`src/rtl/toy_cpu_pkg.sv`:
```
package toy_cpu_pkg;
    localparam int OPC_W = 3;

    localparam logic [OPC_W-1:0] OPC_LOAD  = 3'b010;
    localparam logic [OPC_W-1:0] OPC_STORE = 3'b011;
    localparam logic [OPC_W-1:0] OPC_SUB   = 3'b101;
    localparam logic [OPC_W-1:0] OPC_JE    = 3'b110;
    localparam logic [OPC_W-1:0] OPC_STOP  = 3'b111;

    typedef enum logic [2:0] {
        ST_FETCH,
        ST_FWAIT,
        ST_EXEC,
        ST_LWAIT,
        ST_HALT
    } cpu_state_e;

    typedef enum logic [2:0] {
        K_LOAD,
        K_STORE,
        K_SUB,
        K_JE,
        K_STOP,
        K_ILLEGAL
    } ikind_e;
endpackage

```
`src/rtl/toy_cpu_decode.sv`:
```
module toy_cpu_decode
    import toy_cpu_pkg::*;
#(
    parameter int ADDR_W = 5,
    localparam int DATA_W = ADDR_W + OPC_W + 1
) (
    input  logic [DATA_W-1:0] instr,
    output ikind_e            kind,
    output logic              reg_sel,
    output logic [ADDR_W-1:0] operand
);
    logic [OPC_W-1:0] opc;

    always_comb begin
        opc     = instr[DATA_W-1 -: OPC_W];
        reg_sel = instr[ADDR_W];
        operand = instr[ADDR_W-1:0];
        unique case (opc)
            OPC_LOAD:  kind = K_LOAD;
            OPC_STORE: kind = K_STORE;
            OPC_SUB:   kind = K_SUB;
            OPC_JE:    kind = K_JE;
            OPC_STOP:  kind = K_STOP;
            default:   kind = K_ILLEGAL; // 000, 001, 100
        endcase
    end
endmodule

```
`src/rtl/toy_cpu_satsub.sv`:
```
module toy_cpu_satsub #(
    parameter int W = 9
) (
    input  logic [W-1:0] minuend,
    input  logic [W-1:0] subtrahend,
    output logic [W-1:0] result,
    output logic         borrow
);
    logic [W:0] wide;

    always_comb begin
        wide   = {1'b0, minuend} - {1'b0, subtrahend};
        borrow = wide[W];
        result = borrow ? '0 : wide[W-1:0];
    end
endmodule

```
`src/rtl/toy_cpu.sv`:
```
module toy_cpu
    import toy_cpu_pkg::*;
#(
    parameter int ADDR_W = 5,
    localparam int DATA_W = ADDR_W + OPC_W + 1
) (
    input  logic              clk,
    input  logic              rst,
    input  logic [ADDR_W-1:0] start_pc,
    output logic [ADDR_W-1:0] mem_addr,
    output logic [DATA_W-1:0] mem_wdata,
    output logic              mem_we,
    input  logic [DATA_W-1:0] mem_rdata,
    output logic              halted,
    output logic              illegal
);
    typedef struct packed {
        cpu_state_e        st;
        logic [ADDR_W-1:0] pc;
        logic [DATA_W-1:0] ir;
        logic [DATA_W-1:0] ra;
        logic [DATA_W-1:0] rb;
        logic              err;
        logic              halted;
        logic              illegal;
    } cpu_t;

    cpu_t q, d;

    ikind_e            kind;
    logic              reg_sel;
    logic [ADDR_W-1:0] operand;
    logic [DATA_W-1:0] sub_res;
    logic              sub_borrow;

    toy_cpu_decode #(.ADDR_W(ADDR_W)) i_decode (
        .instr   (q.ir),
        .kind    (kind),
        .reg_sel (reg_sel),
        .operand (operand)
    );

    toy_cpu_satsub #(.W(DATA_W)) i_satsub (
        .minuend    (q.ra),
        .subtrahend (q.rb),
        .result     (sub_res),
        .borrow     (sub_borrow)
    );

    always_comb begin
        d         = q;
        mem_addr  = q.pc;
        mem_we    = 1'b0;
        mem_wdata = reg_sel ? q.rb : q.ra;
        unique case (q.st)
            ST_FETCH: d.st = ST_FWAIT;
            ST_FWAIT: begin
                d.ir = mem_rdata;
                d.pc = q.pc + 1'b1;
                d.st = ST_EXEC;
            end
            ST_EXEC: begin
                d.st = ST_FETCH;
                unique case (kind)
                    K_LOAD: begin
                        mem_addr = operand;
                        d.st     = ST_LWAIT;
                    end
                    K_STORE: begin
                        mem_addr = operand;
                        mem_we   = 1'b1;
                        d.err    = 1'b0;
                    end
                    K_SUB: begin
                        d.ra  = sub_res;
                        d.err = sub_borrow;
                    end
                    K_JE: begin
                        if (q.err) d.pc = operand;
                        d.err = 1'b0;
                    end
                    K_STOP: begin
                        d.st     = ST_HALT;
                        d.halted = 1'b1;
                    end
                    default: begin
                        d.st      = ST_HALT;
                        d.halted  = 1'b1;
                        d.illegal = 1'b1;
                    end
                endcase
            end
            ST_LWAIT: begin
                if (reg_sel) d.rb = mem_rdata;
                else         d.ra = mem_rdata;
                d.err = 1'b0;
                d.st  = ST_FETCH;
            end
            default: d.st = ST_HALT;
        endcase
    end

    always_ff @(posedge clk) begin
        if (rst) begin
            q    <= '0;
            q.st <= ST_FETCH;
            q.pc <= start_pc;
        end else begin
            q <= d;
        end
    end

    assign halted  = q.halted;
    assign illegal = q.illegal;

    p_reset_fetch_r1: assert property (@(posedge clk) disable iff (rst)
        $past(rst) |-> (mem_addr == $past(start_pc) && !halted && !illegal))
        else $error("R1 fetch address after reset");

    p_sub_result_r5: assert property (@(posedge clk) disable iff (rst)
        (q.st == ST_EXEC && kind == K_SUB && q.rb <= q.ra)
        |=> (!q.err && q.ra == $past(q.ra) - $past(q.rb)))
        else $error("R5 subtract result");

    p_sub_floor_r6: assert property (@(posedge clk) disable iff (rst)
        (q.st == ST_EXEC && kind == K_SUB && q.rb > q.ra) |=> (q.err && q.ra == '0))
        else $error("R6 underflow clamp");

    p_je_taken_r7: assert property (@(posedge clk) disable iff (rst)
        (q.st == ST_EXEC && kind == K_JE && q.err) |=> (q.pc == $past(operand) && !q.err))
        else $error("R7 jump target");

    p_pc_step_r11: assert property (@(posedge clk) disable iff (rst)
        (q.st == ST_FWAIT) |=> (q.pc == ADDR_W'($past(q.pc) + 1'b1)))
        else $error("R11 pc increment");

    p_halt_hold_r9: assert property (@(posedge clk) disable iff (rst)
        halted |=> (halted && $stable(q.ra) && $stable(q.rb)))
        else $error("R9 halt not sticky");

    p_halt_no_write_r9: assert property (@(posedge clk) disable iff (rst)
        halted |-> !mem_we)
        else $error("R9 write while halted");

    p_illegal_halts_r10: assert property (@(posedge clk) disable iff (rst)
        illegal |-> halted)
        else $error("R10 illegal without halt");
endmodule

```
`config.mk`:
```
export PLATFORM = sky130hd
export DESIGN_NAME = toy_cpu
export DESIGN_NICKNAME = d
export VERILOG_FILES = /design/src/rtl/toy_cpu_pkg.sv /design/src/rtl/toy_cpu_decode.sv /design/src/rtl/toy_cpu_satsub.sv /design/src/rtl/toy_cpu.sv
export SDC_FILE = /design/constraint.sdc
export NUM_CORES = 1
export LEC_CHECK = 0
export CORE_MARGIN = 3
export CORE_UTILIZATION = 49
export CTS_CLUSTER_SIZE = 30
export DETAILED_ROUTE_END_ITERATION = 8
export GPL_TIMING_DRIVEN = 0
export HOLD_SLACK_MARGIN = 0.03
export PLACE_DENSITY = 0.76
export SKIP_LAST_GASP = 1
export SYNTH_ARGS = -nofsm -noshare
export SYNTH_HDL_FRONTEND = slang
export SYNTH_SLANG_ARGS = --single-unit
```
`constraint.sdc`:
```
create_clock -name clk -period 1.8 [get_ports clk]
set_input_delay 0.18 -clock clk [delete_from_list [all_inputs] [get_ports clk]]
set_output_delay 0.18 -clock clk [all_outputs]
set_load 0.005 [all_outputs]
```
---- Yosys cells after proc, flatten, opt, wreduce, memory -nomap -nowiden ----
Cells that the tools add are included.
storage, ports and cells
  input bits .............................. 16
  memory bits (writable) .................. 0
  register bits ........................... 38
  bits in read-only memories .............. 0
  memories kept ........................... 0
  output and inout bits ................... 17
  word-level logic and storage cells ...... 68
  bits in latches ......................... 0
operators by class
  divide/modulo/power cells ............... 0
  magnitude comparators ................... 0
  bitwise logic cells ..................... 2
  equality and inequality tests ........... 17
  add/sub/neg operators ................... 2
  mux-type cells .......................... 24
  shift-type cells ........................ 0
  multiply operators ...................... 0
  reductions and logical operators ........ 15
operator list
  kind                 number
  $mux 9               7
  $mux 35              1
  $mux 5               4
  $eq 3x2->1 const B   6
  $pmux 9 s2           1
  $pmux 3 s5           1
  $eq 3x3->1 const B   4
  $pmux 3 s4           1
  $pmux 5 s2           1
  $sub 9x9->10         1
  $reduce_and 2->1     4
  $eq 3x1->1 const B   2
  $logic_not 3->1      2
  $ne 3x2->1 const B   2
  $pmux 3 s2           1
  $reduce_and 3->1     2
  $add 5x1->5 const B  1
  $reduce_or 5->1      1
  $mux 1               4
  $pmux 1 s2           2
  $reduce_or 2->1      2
  $reduce_or 4->1      1
  $ne 3x3->1 const B   1
  $reduce_bool 3->1    1
  other kinds (6)      7

---- Logic depth before layout (Yosys ltp) ----
  depth in word-level cells ............... 7
  mapped depth ............................ 9
  depth with buffers taken out ............ 9

---- Modules after synthesis ----
Synthesis repeated with hierarchy kept, for this count alone.
unflattened totals
  cell total of the unflattened synthesis .. 294
  area total of the unflattened synthesis .. 2419.8 µm²
modules (own cells, without submodules)
  module          cells an instance  area each (µm²)  sequential area each (µm²)  times used
  toy_cpu         214                1868.0           810.8                       1
  toy_cpu_satsub  68                 467.9            0.0                         1
  toy_cpu_decode  12                 83.8             0.0                         1

---- Least setup slack after synthesis ----
OpenSTA, ideal clock, no wires.
  kind .................................... reg2reg
  start ................................... register q[12] in the netlist's numbering
  end ..................................... register q[20] in the netlist's numbering
  stages on the path, launching flop included .. 10
  required time ........................... 1.714 ns
  clock period less this slack ............ 1.959 ns
  library setup time ...................... 0.086 ns
  setup slack ............................. -0.159 ns
  data arrival time ....................... 1.874 ns
  buffers on the path ..................... 0
  cell sequence ........................... dfxtp_1 -> inv_1 -> ha_1 -> inv_1 -> fa_1 -> a21o_1 -> a21o_1 -> a311oi_1 -> xor2_1 -> a211oi_1
between the ends
  cells in the longest elaborated chain, start to end .. 4
ends and longest elaborated chain
  item          RTL line              text
  from (decl)   toy_cpu.sv:28         cpu_t q, d;
  $sub 9x9->10  toy_cpu_satsub.sv:12  wide = {1'b0, minuend} - {1'b0, subtrahend};
  $mux 9        toy_cpu_satsub.sv:14  result = borrow ? '0 : wide[W-1:0];
  $mux 9        toy_cpu.sv:64         unique case (kind)
  $pmux 9 s2    toy_cpu.sv:55         unique case (q.st)
No other way between the ends. The select of a mux whose other input is x is not followed.
A chain may end at the register's enable or synchronous reset.

---- Final worst setup path ----
Same ends and word-level chain as after synthesis.

==> results.txt <==
# setup viols final: 13
nets@finish: 364
final critical-path required period: 1970 ps
largest net degree at the start of global routing: 12
Rel. slew slack: 61.9%
Yosys top cell by area: dfxtp_1
post-layout util: 69.6%
Initial Utilization: 52.2%
Post-Layout Cell Count: 389
post-synth top area share: 28.3%
combinational power share: 35.8%
most area-consuming cells after synthesis: dfxtp_1, edfxtp_1, a21oi_1, o21ai_0, ha_1
WL final: 6330 µm
H-tree levels: 2
Worst EP arrival: 2170 ps
Layout area overhead: 33.5%
post-route setup slack: -170 ps
CTS Buf Count: 5
Worst Clk Skew: 6.99 ps
via count: 2,235
Via density: 5.75
full die area: 0.00563 mm²
switching part of the total: 32.6%
worst-path fanout max: 2
failing checks: negative setup slack
Initial DRC Count: 166
Peak Freq: 0.508 GHz
status: finished with violations
vias in the first global route: 2,172
EDFF count, synth: 5
# fillers: 342
Inst Count DP: 363
min-delay worst type: flop to flop
NetSw: 0.827 mW
highest-count cells in the layout ignoring fill and taps: nand2_1, nor2_1, dfxtp_1, o21ai_0, a21oi_1
synthesized area: 0.00233 mm²
Distinct cells, synth: 49
row cnt: 24
clock sink count: 38
post-detailed-route wirelength per cell: 16.3 µm
# IOs: 33
Post-synth ARST share: 0%
RSZ-0062 raised after global routing: true
Worst setup EP type: flop
final period utilization: 109%
CTS Root Cell: clkbuf_8
DRC viols: 0
Detailed Routing Iterations Pass 1: 4
antenna-violating nets left: 0
Std-Cell Core Area: 0.00447 mm²
layout cells sized above 1: 25.2%
sequential cell area fraction in the yosys report: 34.7%
Buffers on Ports: 32
Mapped Cells: 279
gr ovfl total: 0
most common cell after layout, fill and taps aside: nand2_1
Die Ht: 75.0 µm
register share of total power: 40.2%
worst vdd rail ir drop: 0.663 mV
main flop type after synthesis: dfxtp_1
ANT cells: 0
max-cap violation count: 0
hold buffer count at cts: 0
RePlAce Congestion: 0.864
Startpoint Class: flop
flops & latches, synth: 38
global-route wire length before repair: 10,300 µm
Final HPWL DP: 4160 µm
Syn Area/Cell: 8.36 µm²
Internal: 1.71 mW
Post-Syn Nets: 306
CTS max path bufs: 2
final hold viol count: 0
gr usage total: 23.9%
Clk pwr share: 24.0%
CP Class: flop to flop
initial antenna violation count: 0
CP required: 2000 ps
Reg clk slew, reported paths: 80 ps
P_leak: 1.23 nW
final slew viol count: 0
PD cells: 814 mW/mm²
latest clock arrival within the worst-skew pair: 290 ps
worst-margin pin slew: 571 ps
DIE WIDTH: 75.0 µm
Synth Warn #: 0
CTS tree: built
[layout make-up]
cell class	instances	area [µm²]	area share (%)
multi-input combinational	213	1490	47.9
sequential	38	828	26.6
timing repair buffer	52	480	15.4
buffer	13	110	3.53
clock buffer	7	86.3	2.77
tap	52	65.1	2.09
inverter	14	52.6	1.69
[metal layers]
metal | global-route usage (%) | wire (µm) | vias to the layer above
li1 | - | - | 1108
met1 | 32.2 | 2870 | 1043
met2 | 38.6 | 2980 | 72
met3 | 4.01 | 379 | 12
met4 | 8.30 | 97 | 0
met5 | 0 | 0 | -
[worst paths after layout]
path	start	slack, ps	end	depth (start not counted)
worst max register to register	q[12]	-170	q[20]	9
worst max-delay path	q[12]	-170	q[20]	9
worst min-delay path	q[7]	470	q[7]	2
worst min register to register	q[7]	470	q[7]	2
[logic make-up after synthesis]
group | synth area share (%)
AOI/OAI and AO/OA | 20.9
xor gates and xnor gates | 3.00
adders and majority gates | 6.22
buffers and inverters | 5.68
DFF | 34.7
muxes | 10.1
and+or+nand+nor | 19.4
[Yosys cell counts (4+ instances only)]
master	count
nor2_1	31
mux2_2	11
a21oi_1	26
inv_1	14
edfxtp_1	5
ha_1	10
xor2_1	5
nand3_1	6
o21ai_0	26
mux2i_1	10
a311oi_1	6
nand2_1	33
buf_2	4
dfxtp_1	33
clkbuf_1	6
[state kept, by name (all words and copies together), names as in the netlist]
signal	count
q	36
illegal	1
halted	1
[stage by stage]
stage          total power, mW  hold WS [ps]  instance area, µm²  worst slack [ps]  setup TNS (ps)
3_3_place_gp              1.75           449                2730              -429           -7250
5_1_grt                   2.67           499                3120              -280           -2770
2_1_floorplan             1.52           271                2340            0.0673               0
4_1_cts                   2.49           476                3070              -164           -1350
6_report                  2.54           467                3120              -170           -1370
3_5_place_dp              1.76           459                2730              -432           -7240
[critical path: stages, from the launching register on]
cell      delay, ps
dfxtp_2         330
inv_2            70
ha_4            140
inv_2            40
fa_2            350
a21o_1          180
a21o_1          200
a311oi_2        240
xor2_1          110
a211oi_1        230
[power groups by stage]
stage | logic [mW] | clock network, mW | registers [mW]
after floorplan | 0.505 | 0 | 1.01
after global placement | 0.721 | 0 | 1.03
after detailed placement | 0.728 | 0 | 1.03
after CTS | 0.859 | 0.617 | 1.01
after global routing | 0.984 | 0.655 | 1.03
final | 0.909 | 0.608 | 1.02
[what timing repair did]
action,CTS,global route
pin swaps,7,5
setup endpoints to repair,30,22
gates resized for setup,71,19
setup buffers,20,2
Note: power is estimated with default switching activity, not from simulation.
